==> src/rtl/fetch_seq_pkg.sv <==
package fetch_seq_pkg;

   typedef enum logic [7:0] {
      FS_BOOT = 8'd0,
      FS_ADDR = 8'd1,
      FS_LOAD = 8'd2,
      FS_ADV  = 8'd3,
      FS_EXEC = 8'd4
   } fs_state_e;

   typedef struct packed {
      logic pc_to_bus;
      logic bus_to_mar;
      logic ram_to_bus;
      logic bus_to_ir;
      logic pc_count;
   } fs_strobe_t;

   localparam fs_strobe_t FS_QUIET = '{default: 1'b0};

   // strobe pattern belonging to each state
   function automatic fs_strobe_t fs_strobes(input fs_state_e st);
      fs_strobe_t s;
      s = FS_QUIET;
      case (st)
         FS_ADDR: begin
            s.pc_to_bus  = 1'b1;
            s.bus_to_mar = 1'b1;
         end
         FS_LOAD: begin
            s.ram_to_bus = 1'b1;
            s.bus_to_ir  = 1'b1;
         end
         FS_ADV:  s.pc_count = 1'b1;
         default: s = FS_QUIET;
      endcase
      return s;
   endfunction

endpackage

==> src/rtl/fetch_seq_next.sv <==
module fetch_seq_next
   import fetch_seq_pkg::*;
(
   input  fs_state_e cur_i,
   input  logic      skip_i,
   input  logic      done_i,
   output fs_state_e nxt_o
);

   always_comb begin
      nxt_o = cur_i;
      case (cur_i)
         FS_BOOT: nxt_o = FS_ADDR;
         FS_ADDR: nxt_o = FS_LOAD;
         FS_LOAD: nxt_o = FS_ADV;
         FS_ADV:  nxt_o = skip_i ? FS_ADDR : FS_EXEC;
         FS_EXEC: nxt_o = done_i ? FS_ADDR : FS_EXEC;
         default: nxt_o = FS_BOOT;
      endcase
   end

endmodule

==> src/rtl/fetch_seq_opsel.sv <==
module fetch_seq_opsel
   import fetch_seq_pkg::*;
#(
   parameter int                   IR_W      = 8,
   parameter int                   OP_W      = 4,
   parameter logic [(1<<OP_W)-1:0] SKIP_MASK = 16'h0001
) (
   input  logic            clk,
   input  logic            rst,
   input  logic [IR_W-1:0] ir_i,
   input  fs_state_e       cur_i,
   output logic            skip_o,
   output logic            pulse_o,
   output logic [OP_W-1:0] op_o
);

   localparam int LO_W = IR_W - OP_W;

   logic [OP_W-1:0] opcode;
   assign opcode = ir_i[IR_W-1 -: OP_W];

   generate
      if (LO_W > 0) begin : g_low
         logic unused_low;
         assign unused_low = ^ir_i[LO_W-1:0];
      end
   endgenerate

   generate
      if (SKIP_MASK == '0) begin : g_noskip
         assign skip_o = 1'b0;
      end else begin : g_skip
         assign skip_o = SKIP_MASK[opcode];
      end
   endgenerate

   always_ff @(posedge clk) begin
      if (rst) begin
         pulse_o <= 1'b0;
         op_o    <= '0;
      end else begin
         pulse_o <= (cur_i == FS_ADV);
         if (cur_i == FS_ADV)
            op_o <= opcode;
      end
   end

endmodule

==> src/rtl/fetch_seq_outreg.sv <==
module fetch_seq_outreg
   import fetch_seq_pkg::*;
(
   input  logic       clk,
   input  logic       rst,
   input  fs_state_e  nxt_i,
   output fs_state_e  cur_o,
   output fs_strobe_t strb_o
);

   always_ff @(posedge clk) begin
      if (rst) begin
         cur_o  <= FS_BOOT;
         strb_o <= FS_QUIET;
      end else begin
         cur_o  <= nxt_i;
         strb_o <= fs_strobes(nxt_i);
      end
   end

endmodule

==> src/rtl/fetch_seq.sv <==
module fetch_seq
   import fetch_seq_pkg::*;
#(
   parameter int                   IR_W      = 8,
   parameter int                   OP_W      = 4,
   parameter logic [(1<<OP_W)-1:0] SKIP_MASK = 16'h0001
) (
   input  logic            clk,
   input  logic            rst,
   input  logic [IR_W-1:0] ir_word,
   input  logic            exec_done,
   output logic            pc_to_bus,
   output logic            bus_to_mar,
   output logic            ram_to_bus,
   output logic            bus_to_ir,
   output logic            pc_count,
   output logic            dec_pulse,
   output logic [OP_W-1:0] dec_op,
   output logic [7:0]      state_o
);

   generate
      if (OP_W < 1 || OP_W > IR_W) begin : g_bad_op
         $error("fetch_seq: OP_W must lie in 1..IR_W");
      end
      if (OP_W > 8) begin : g_bad_mask
         $error("fetch_seq: OP_W above 8 makes SKIP_MASK too wide");
      end
   endgenerate

   fs_state_e  cur_st;
   fs_state_e  nxt_st;
   fs_strobe_t strb;
   logic       skip;

   fetch_seq_opsel #(
      .IR_W      (IR_W),
      .OP_W      (OP_W),
      .SKIP_MASK (SKIP_MASK)
   ) u_opsel (
      .clk     (clk),
      .rst     (rst),
      .ir_i    (ir_word),
      .cur_i   (cur_st),
      .skip_o  (skip),
      .pulse_o (dec_pulse),
      .op_o    (dec_op)
   );

   fetch_seq_next u_next (
      .cur_i  (cur_st),
      .skip_i (skip),
      .done_i (exec_done),
      .nxt_o  (nxt_st)
   );

   fetch_seq_outreg u_outreg (
      .clk    (clk),
      .rst    (rst),
      .nxt_i  (nxt_st),
      .cur_o  (cur_st),
      .strb_o (strb)
   );

   assign pc_to_bus  = strb.pc_to_bus;
   assign bus_to_mar = strb.bus_to_mar;
   assign ram_to_bus = strb.ram_to_bus;
   assign bus_to_ir  = strb.bus_to_ir;
   assign pc_count   = strb.pc_count;
   assign state_o    = cur_st;

endmodule

==> config.mk <==
export PLATFORM = sky130hd
export DESIGN_NAME = fetch_seq
export DESIGN_NICKNAME = d
export VERILOG_FILES = /design/src/rtl/fetch_seq_pkg.sv /design/src/rtl/fetch_seq_next.sv /design/src/rtl/fetch_seq_opsel.sv /design/src/rtl/fetch_seq_outreg.sv /design/src/rtl/fetch_seq.sv
export SDC_FILE = /design/constraint.sdc
export NUM_CORES = 1
export LEC_CHECK = 0
export ABC_AREA = 1
export ABC_CLOCK_PERIOD_IN_PS = 2300
export BUFFER_PORTS_ARGS = -buffer_cell sky130_fd_sc_hd__buf_2
export CELL_PAD_IN_SITES_DETAIL_PLACEMENT = 1
export CELL_PAD_IN_SITES_GLOBAL_PLACEMENT = 2
export CORE_ASPECT_RATIO = 1.4
export CORE_UTILIZATION = 21
export DETAILED_ROUTE_END_ITERATION = 7
export HOLD_SLACK_MARGIN = 0.12
export PLACE_DENSITY_LB_ADDON = 0.3
export SLEW_MARGIN = 20
export SYNTH_ARGS = -nofsm -noshare
export SYNTH_HDL_FRONTEND = slang
export SYNTH_SLANG_ARGS = --single-unit
==> constraint.sdc <==
create_clock -name clk -period 2.3 [get_ports clk]
set_input_delay 0.46 -clock clk [delete_from_list [all_inputs] [get_ports clk]]
set_output_delay 0.46 -clock clk [all_outputs]
set_load 0.03 [all_outputs]
### Yosys cells after proc, flatten, opt, wreduce, memory -nomap -nowiden

Memory sizes are Yosys's and may differ from the RTL's.
Cells that the tools add are included.

| word-level totals | value |
|---|---|
| register bits | 18 |
| bits in latches | 0 |
| memory bits (writable) | 0 |
| memory bits (read-only) | 16 |
| input port bits | 11 |
| output and inout port bits | 18 |
| word-level logic and storage cells | 25 |
| memories | 1 |

| operators by class | value |
|---|---|
| add/sub/neg operators | 0 |
| multipliers | 0 |
| divide/modulo/power cells | 0 |
| $lt $le $gt $ge | 1 |
| eq/ne operators | 7 |
| shifts and indexed selects | 0 |
| multiplexer cells | 7 |
| bitwise logic cells | 0 |
| reduce and logical (&&, ||, !) cells | 1 |

Memories:

| name | words | width | rd ports | clocked after Yosys merged registers in | wr ports | RTL line | source |
|---|---|---|---|---|---|---|---|
| (no name shown) | 16 | 1 | 1 | 0 | 0 | fetch_seq_opsel.sv:33 | `assign skip_o = SKIP_MASK[opcode];` |

Operator list:

| cell | count |
|---|---|
| one-hot mux 8 bit (5 select lines) | 1 |
| equality test 8 x 2 -> 1 bit, second input constant | 4 |
| equality test 8 x 1 -> 1 bit, second input constant | 2 |
| equality test 8 x 3 -> 1 bit, second input constant | 1 |
| logical NOT 8 bit | 1 |
| 2-to-1 mux 3 bit | 2 |
| less-than comparator 4 x 5 -> 1 bit, second input constant | 1 |
| 2-to-1 mux 2 bit | 2 |
| 2-to-1 mux 1 bit | 2 |

### Depth between registers and ports, before layout

Gate-level depths: netlist (run 1).

| logic depth | value |
|---|---|
| depth in word-level cells | 6 |
| mapped depth | 6 |
| depth with buffers taken out | 6 |

### By module

From an unflattened synthesis (run 1), not the netlist that was laid out.

| unflattened totals | value |
|---|---|
| cell total of the unflattened synthesis | 117 |
| area total of the unflattened synthesis | 809.5 um2 |

By module, submodules not included:

| module | times used | cells an instance | area an instance (um2) | sequential area each (um2) |
|---|---|---|---|---|
| fetch_seq_outreg | 1 | 41 | 375.4 | 220.2 |
| fetch_seq_opsel | 1 | 46 | 281.5 | 100.1 |
| fetch_seq_next | 1 | 30 | 152.6 | 0.0 |

### Least setup slack after synthesis (run 1)

Ideal clock, no wire load.

| timing | value |
|---|---|
| kind | register to output |
| start | register u_outreg.strb_o[4] in the netlist's numbering |
| end | output port pc_to_bus |
| arrival | 0.700 ns |
| required time | 1.840 ns |
| slack | 1.140 ns |
| cell stages (with the launch flop) | 2 |
| buffers on the path | 1 |
| path through | dfxtp_1 -> buf_4 |

RTL lines:

| element | RTL line | source |
|---|---|---|
| start: declaration | fetch_seq_outreg.sv:8 | `output fs_strobe_t strb_o` |
| start signal: assignment | fetch_seq_outreg.sv:17 | `strb_o <= fs_strobes(nxt_i);` |
| end: declaration | fetch_seq.sv:12 | `output logic pc_to_bus,` |

No word-level cell between the ends.

### Worst setup path in the final report (run 1)

| timing | value |
|---|---|
| start | register u_outreg.cur_o[2] |
| end | output port state_o[2] |

RTL lines:

| element | RTL line | source |
|---|---|---|
| start: declaration | fetch_seq_outreg.sv:7 | `output fs_state_e cur_o,` |
| start signal: assignment | fetch_seq_outreg.sv:16 | `cur_o <= nxt_i;` |
| end: declaration | fetch_seq.sv:19 | `output logic [7:0] state_o` |

No word-level cell between the ends.

==> results.tsv, run 1 <==
metric	value	unit
status	complete, no violations	
synth_area_leaders	dfxtp_1 48%, nor2_1 13%, buf_4 11%, o21ai_0 4.3%, inv_1 4.1%	
pwr-share-clk	29.1	%
clock-skew-final	0.000664	ns
intPower	0.299	mW
first_iter_violations	2	
avgSynthCellArea	7.83	um2
powerDensity	785	nW/um2
p_leak	0.299	nW
fin_hold_ws	0.437	ns
start_kind	flop	
pwr-share-seq	47.6	%
wl_per_cell	9.86	um
cts.path.max_buffers	2	
arrival	0.94	ns
drv_cap	0	
setup_slack	0.905	ns
synth-edff-count	0	
cp.required	1.84	ns
post_cts_buffers	0	
setup_tns	0	ns
post-route-period-util	60.7	%
synthCells	59	
grt_pass1_vias	415	
cts_sinks	11	
seq_area_frac_synth	47.7	%
ant_nets	0	
vias	409	
async_reset_ff_share	0	%
synth_cell_types	14	
initial_utilization	22.8	%
cts_hold_buf	0	
finalCriticalPeriod	1.40	ns
final_core_util	28.3	%
grt_max_degree	8	
hold_viol_final	0	
cts_made_buffers	3	
critPathMaxStageDelay	0.43	ns
antenna_found_initial	0	
routabilityCongestion	0.648	
grt_usage	9.56	%
synth_top_area_cell	dfxtp_1	
clock.fmax	717	MHz
slew_viol_final	0	
finalNonFillerCells	100	
ys_ff_latch	11	
worst_setup_path_end_kind	output port	
numPortBuffers	19	
h-tree-depth	1	
dieArea	2390	um2
postRouteWirelength	986	um
path_class	flop to output port	
min_path_type	primary input to flop	
nets	91	
cts_tree	yes	
cpMaxStageDelayCell	dfxtp_1	
cp_max_fo	5	
die_y	57.5	um
critPathTopFamily	flip-flops	
layout-drive-gt1-share	34.2	%
switching_share	33.5	%
ioPinCount	29	
firstDrtPassIters	3	
synthFlopType	dfxtp_1	
p_switching	0.150	mW
postPlaceCellArea	546	um2
vias_per_cell	4.09	
cp_num_buf_inv	1	
clock_insertion_delay_worst_skew	0.26	ns
crit_chain	buf_2	
combPwrFrac	23.3	%
drc	0	
power	0.449	mW
finalSetupViolCount	0	
yosys-top-cells-count	16 x nor2_1, 11 x dfxtp_1, 7 x buf_4	
yosysTopAreaCellShare	47.7	%
grt_first_pass_wirelength	1.75	mm
ys_warn_count	0	
coreArea	2020	um2
antennaDiodeCount	0	
die_width	41.6	um
synth_area	462	um2
area_growth	23.8	%
rsz0062_at_grt	no	
place_hpwl	758	um
peakVddDrop	0.293	mV
final_area	572	um2
ctsResizeCount	0	
row_count	19	
clkSlewWorstSetupHoldPaths	0.07	ns
dp_cells	96	
root_buffer	clkbuf_4	
synth_most_common_cell	nor2_1	
place_ws	1.18	ns
overflow	0	
-- power groups by stage --
stage	Sequential, mW	Combinational (mW)	Clock (mW)
2_1_floorplan	0.246	0.0580	0
3_3_place_gp	0.218	0.105	0
3_5_place_dp	0.219	0.105	0
4_1_cts	0.214	0.106	0.140
5_1_grt	0.216	0.114	0.149
6_report	0.214	0.105	0.131
-- sequential cells by signal (all words and copies together), names as in the netlist --
name and flops:
u_opsel.pulse_o 1, u_outreg.strb_o 3, u_outreg.cur_o 3, u_opsel.op_o 4
-- cells in the final DEF, fill, tap and decap left out, drive strengths merged --
master / n
a21oi: 3
nand3b: 1
conb: 5
clkbuf: 4
nor2: 18
inv: 5
buf: 19
dfxtp: 11
nand2: 7
o21ai: 4
nand3: 2
-- tightest hold or removal path, cell delays in order --
cell	delay [ns]
buf_2	0.09
nor2_1	0.04
nor2_1	0.08
-- cell type report --
| cell class | count | area, um2 |
|---|---|---|
| Inverter | 5 | 18.8 |
| Tap cell | 21 | 26.3 |
| Clock buffer | 4 | 26.3 |
| Fill cell | 259 | 1450 |
| Timing Repair Buffer | 19 | 95.1 |
| Sequential cell | 11 | 220 |
| Multi-Input combinational cell | 40 | 185 |
-- kinds of logic (layout without fill, tap and decap cells) --
kind of cell | after synthesis | in the layout | synth area share, %
other | 1 | 5 | 0.812
AND/OR/NAND/NOR | 28 | 28 | 28.5
flip-flops | 11 | 11 | 47.7
buffers and inverters | 12 | 28 | 15.4
AO/OA/AOI/OAI | 7 | 7 | 7.59
-- layer usage --
layer,share of wire [%],global-route usage [%],vias up
met2,45,14.1,18
met4,1.0,8.29,0
met3,7.8,2.53,2
li1,-,-,211
met1,46,11.3,178
met5,0,0,-
-- final timing paths --
check	startpoint	to	slack (ns)	cells past startpoint
max	u_outreg.cur_o[2]	state_o[2]	0.90	1
max reg2reg	u_outreg.cur_o[0]	u_opsel.op_o[0]	1.22	5
min	ir_word[4]	u_opsel.op_o[0]	0.44	3
min reg2reg	u_opsel.op_o[0]	u_opsel.op_o[0]	0.52	2
No activity file was read; power rests on OpenSTA's default activity.
==> run 2: changes to the inputs <==
ABC_CLOCK_PERIOD_IN_PS = 1300   (was 2300)
CORE_UTILIZATION = 20   (was 21)
clock period = 1.3 ns   (was 2.3 ns; I/O delays follow)
==> results.tsv, run 2 (synthesis gave the netlist of run 1 again) <==
metric	value	unit
die_y	58.9	um
hold_viol_final	0	
row_count	20	
fin_hold_ws	0.238	ns
hold_depth	3	
pwr-share-seq	47.8	%
setup_slack	0.114	ns
cpMaxStageDelayCell	dfxtp_1	
final_common_cell	buf_2	
layout-drive-gt1-share	34.2	%
layout_common_cells	19 x buf_2, 16 x nor2_1, 11 x dfxtp_1	
die_width	42.6	um
area_growth	24.1	%
vias_per_cell	4.08	
critPathTopFamily	flip-flops	
initial_utilization	21.2	%
cp.depth	1	
vias	412	
status	complete, no violations	
fillCellCount	288	
clock.fmax	843	MHz
path_class	flop to output port	
cp_num_buf_inv	1	
clock-skew-final	0.00158	ns
antennaDiodeCount	0	
top_regs	u_opsel.op_o x4, u_outreg.cur_o x3, u_outreg.strb_o x3	
rsz0062_at_grt	no	
h-tree-depth	1	
ioPinCount	29	
clock_insertion_delay_worst_skew	0.26	ns
cts.path.max_buffers	2	
cts_sinks	11	
p_switching	0.264	mW
cp_max_fo	5	
place_hpwl	766	um
routabilityCongestion	0.624	
grt_pass1_vias	419	
critPathMaxStageDelay	0.43	ns
largest_register_ffs	4	
postRouteWirelength	966	um
worst_setup_path_end_kind	output port	
grt_usage	8.68	%
grt_max_degree	8	
numPortBuffers	19	
wl_per_cell	9.56	um
post-route-period-util	91.2	%
cp.required	1.04	ns
overflow	0	
cts_made_buffers	3	
post_cts_buffers	0	
nets	91	
final_core_util	26.3	%
powerDensity	1380	nW/um2
clkSlewWorstSetupHoldPaths	0.07	ns
dieArea	2510	um2
start_kind	flop	
arrival	0.93	ns
slew_viol_final	0	
root_buffer	clkbuf_4	
ctsResizeCount	0	
intPower	0.528	mW
pwr-share-clk	29.0	%
drc	0	
peakVddDrop	0.352	mV
place_ws	0.217	ns
grt_first_pass_wirelength	1.61	mm
combPwrFrac	23.2	%
p_leak	0.299	nW
finalCriticalPeriod	1.19	ns
coreArea	2180	um2
crit_chain	buf_2	
finalSetupViolCount	0	
largest-register	u_opsel.op_o	
firstDrtPassIters	3	
min_path_type	primary input to flop	
cts_tree	yes	
setup_tns	0	ns
first_iter_violations	4	
drv_cap	0	
switching_share	33.3	%
cts_hold_buf	0	
r2r_cells	5	
antenna_found_initial	0	
ant_nets	0	
[run 2: cell type report]
cell class | count | area, um2 | share of cell area, %
sequential | 11 | 220 | 38.4
multi-input combinational | 40 | 185 | 32.3
timing repair buffer | 19 | 95.1 | 16.6
tap | 22 | 27.5 | 4.80
clock buffer | 4 | 26.3 | 4.59
inverter | 5 | 18.8 | 3.28
[run 2: metal layers]
metal | GRT usage (%) | routed length [um] | part of all wire [%] | up-vias
met4 | 6.70 | 13 | 1.3 | 0
met1 | 7.37 | 374 | 39 | 185
met2 | 16.7 | 521 | 54 | 15
li1 | - | - | - | 210
met5 | 0 | 0 | 0 | -
met3 | 2.15 | 57 | 5.9 | 2
[run 2: through the flow]
| stage | area (um2) | cells | power (mW) |
|---|---|---|---|
| final | 573 | 101 | 0.792 |
| after global routing | 573 | 101 | 0.839 |
| after floorplan | 477 | 63 | 0.538 |
| after CTS | 573 | 101 | 0.810 |
| after global placement | 547 | 97 | 0.572 |
| after detailed placement | 547 | 97 | 0.574 |
[run 2: path summary, 6_finish.rpt]
| check | start | to | slack, ns |
|---|---|---|---|
| setup reg to reg | u_outreg.cur_o[0] | u_opsel.op_o[3] | 0.22 |
| hold reg to reg | u_opsel.op_o[1] | u_opsel.op_o[1] | 0.52 |
| setup / recovery | u_outreg.cur_o[2] | state_o[2] | 0.11 |
| hold / removal | ir_word[5] | u_opsel.op_o[1] | 0.24 |
[run 2: power groups by stage]
stage | sequential (mW) | combinational, mW | clock (mW)
2_1_floorplan | 0.435 | 0.103 | 0
3_3_place_gp | 0.388 | 0.185 | 0
3_5_place_dp | 0.388 | 0.186 | 0
4_1_cts | 0.380 | 0.187 | 0.243
5_1_grt | 0.383 | 0.201 | 0.255
6_report | 0.378 | 0.184 | 0.230
==> run 3: changes to the inputs <==
PLACE_DENSITY_LB_ADDON = 0.1   (was 0.3)
==> results.tsv, run 3 (synthesis gave the netlist of run 1 again) <==
metric	value	unit
reg2reg_to	u_opsel.op_o[0]	
slew_viol_final	0	
dp_cells	97	
start_kind	flop	
overflow	0	
worst_setup_path_end_kind	output port	
die_width	42.6	um
reg2reg_from	u_outreg.cur_o[0]	
firstDrtPassIters	3	
vias_per_cell	3.91	
vias	395	
fillCellCount	285	
ant_nets	0	
rsz0062_at_grt	no	
clkSlewWorstSetupHoldPaths	0.07	ns
grt_first_pass_wirelength	1.64	mm
drv_cap	0	
r2r_setup_slack	0.22	ns
cp.depth	1	
cts.path.max_buffers	2	
final_area	573	um2
endpoint	state_o[2]	
largest_register_ffs	4	
final_common_cell	buf_2	
p_leak	0.299	nW
grt_max_degree	8	
min_path_type	primary input to flop	
setup_tns	0	ns
hold_depth	2	
wl_per_cell	9.52	um
postRouteWirelength	962	um
layout_common_cells	19 x buf_2, 16 x nor2_1, 11 x dfxtp_1	
powerDensity	1380	nW/um2
antennaDiodeCount	0	
post-route-period-util	92.1	%
initial_utilization	21.2	%
critPathTopFamily	flip-flops	
area_growth	24.1	%
top_regs	u_opsel.op_o x4, u_outreg.cur_o x3, u_outreg.strb_o x3	
nets	91	
peakVddDrop	0.389	mV
cpMaxStageDelayCell	dfxtp_1	
status	complete, no violations	
row_count	20	
h-tree-depth	1	
drc	0	
clock.fmax	835	MHz
clock_insertion_delay_worst_skew	0.26	ns
post_cts_buffers	0	
largest-register	u_opsel.op_o	
root_buffer	clkbuf_4	
cts_tree	yes	
finalNonFillerCells	101	
cts_sinks	11	
cp_num_buf_inv	1	
coreArea	2180	um2
ioPinCount	29	
cp_max_fo	5	
arrival	0.94	ns
hold_viol_final	0	
place_hpwl	783	um
cts_hold_buf	0	
die_y	58.9	um
first_iter_violations	6	
finalCriticalPeriod	1.20	ns
cts_made_buffers	3	
grt_pass1_vias	398	
antenna_found_initial	0	
grt_usage	9.23	%
layout-drive-gt1-share	34.2	%
r2r_cells	5	
ctsResizeCount	0	
dieArea	2510	um2
routabilityCongestion	0.677	
setup_slack	0.102	ns
finalSetupViolCount	0	
crit_chain	buf_2	
place_ws	0.199	ns
numPortBuffers	19	
path_class	flop to output port	
cp.required	1.04	ns
clock-skew-final	0.00110	ns
postPlaceCellArea	547	um2
crit_start	u_outreg.cur_o[2]	
critPathMaxStageDelay	0.44	ns
run 3: power breakdown:
part | leakage, nW | switching (mW) | internal [mW]
clock network | 0.0150 | 0.112 | 0.119
registers | 0.0901 | 0.0166 | 0.362
logic | 0.194 | 0.135 | 0.0480
run 3: worst min path at each step:
stage | to | startpoint
2_1_floorplan | u_outreg.cur_o[1] | rst
3_3_place_gp | u_opsel.op_o[0] | u_opsel.op_o[0]
3_5_place_dp | u_opsel.op_o[2] | u_opsel.op_o[2]
4_1_cts | u_opsel.op_o[1] | ir_word[5]
5_1_grt | u_opsel.op_o[1] | ir_word[5]
6_report | u_outreg.cur_o[2] | rst
run 3: area by class of cell:
cell class / count / area (um2) / area share, %
flip-flops and latches: 11 / 220 / 38.4
multi-input cells: 40 / 185 / 32.3
repair buffers: 19 / 95.1 / 16.6
well taps: 22 / 27.5 / 4.80
clock buffers: 4 / 26.3 / 4.59
inverters: 5 / 18.8 / 3.28
run 3: metrics by stage:
| stage | power, mW | utilization (%) | hold slack (ns) |
|---|---|---|---|
| finish | 0.792 | 26.3 | 0.236 |
| global route | 0.844 | 26.3 | 0.247 |
| CTS | 0.817 | 26.3 | 0.226 |
| detailed placement | 0.573 | 25.1 | 0.505 |
| global placement | 0.573 | 25.1 | 0.495 |
| floorplan | 0.538 | - | 0.329 |
run 3: layer usage:
layer | GRT usage (%) | vias to the layer above | part of all wire (%) | wire, um
met5 | 0 | - | 0 | 0
met2 | 14.9 | 14 | 48 | 460
met4 | 9.38 | 0 | 2.0 | 19
met1 | 9.21 | 169 | 43 | 412
li1 | - | 210 | - | -
met3 | 2.45 | 2 | 7.2 | 69
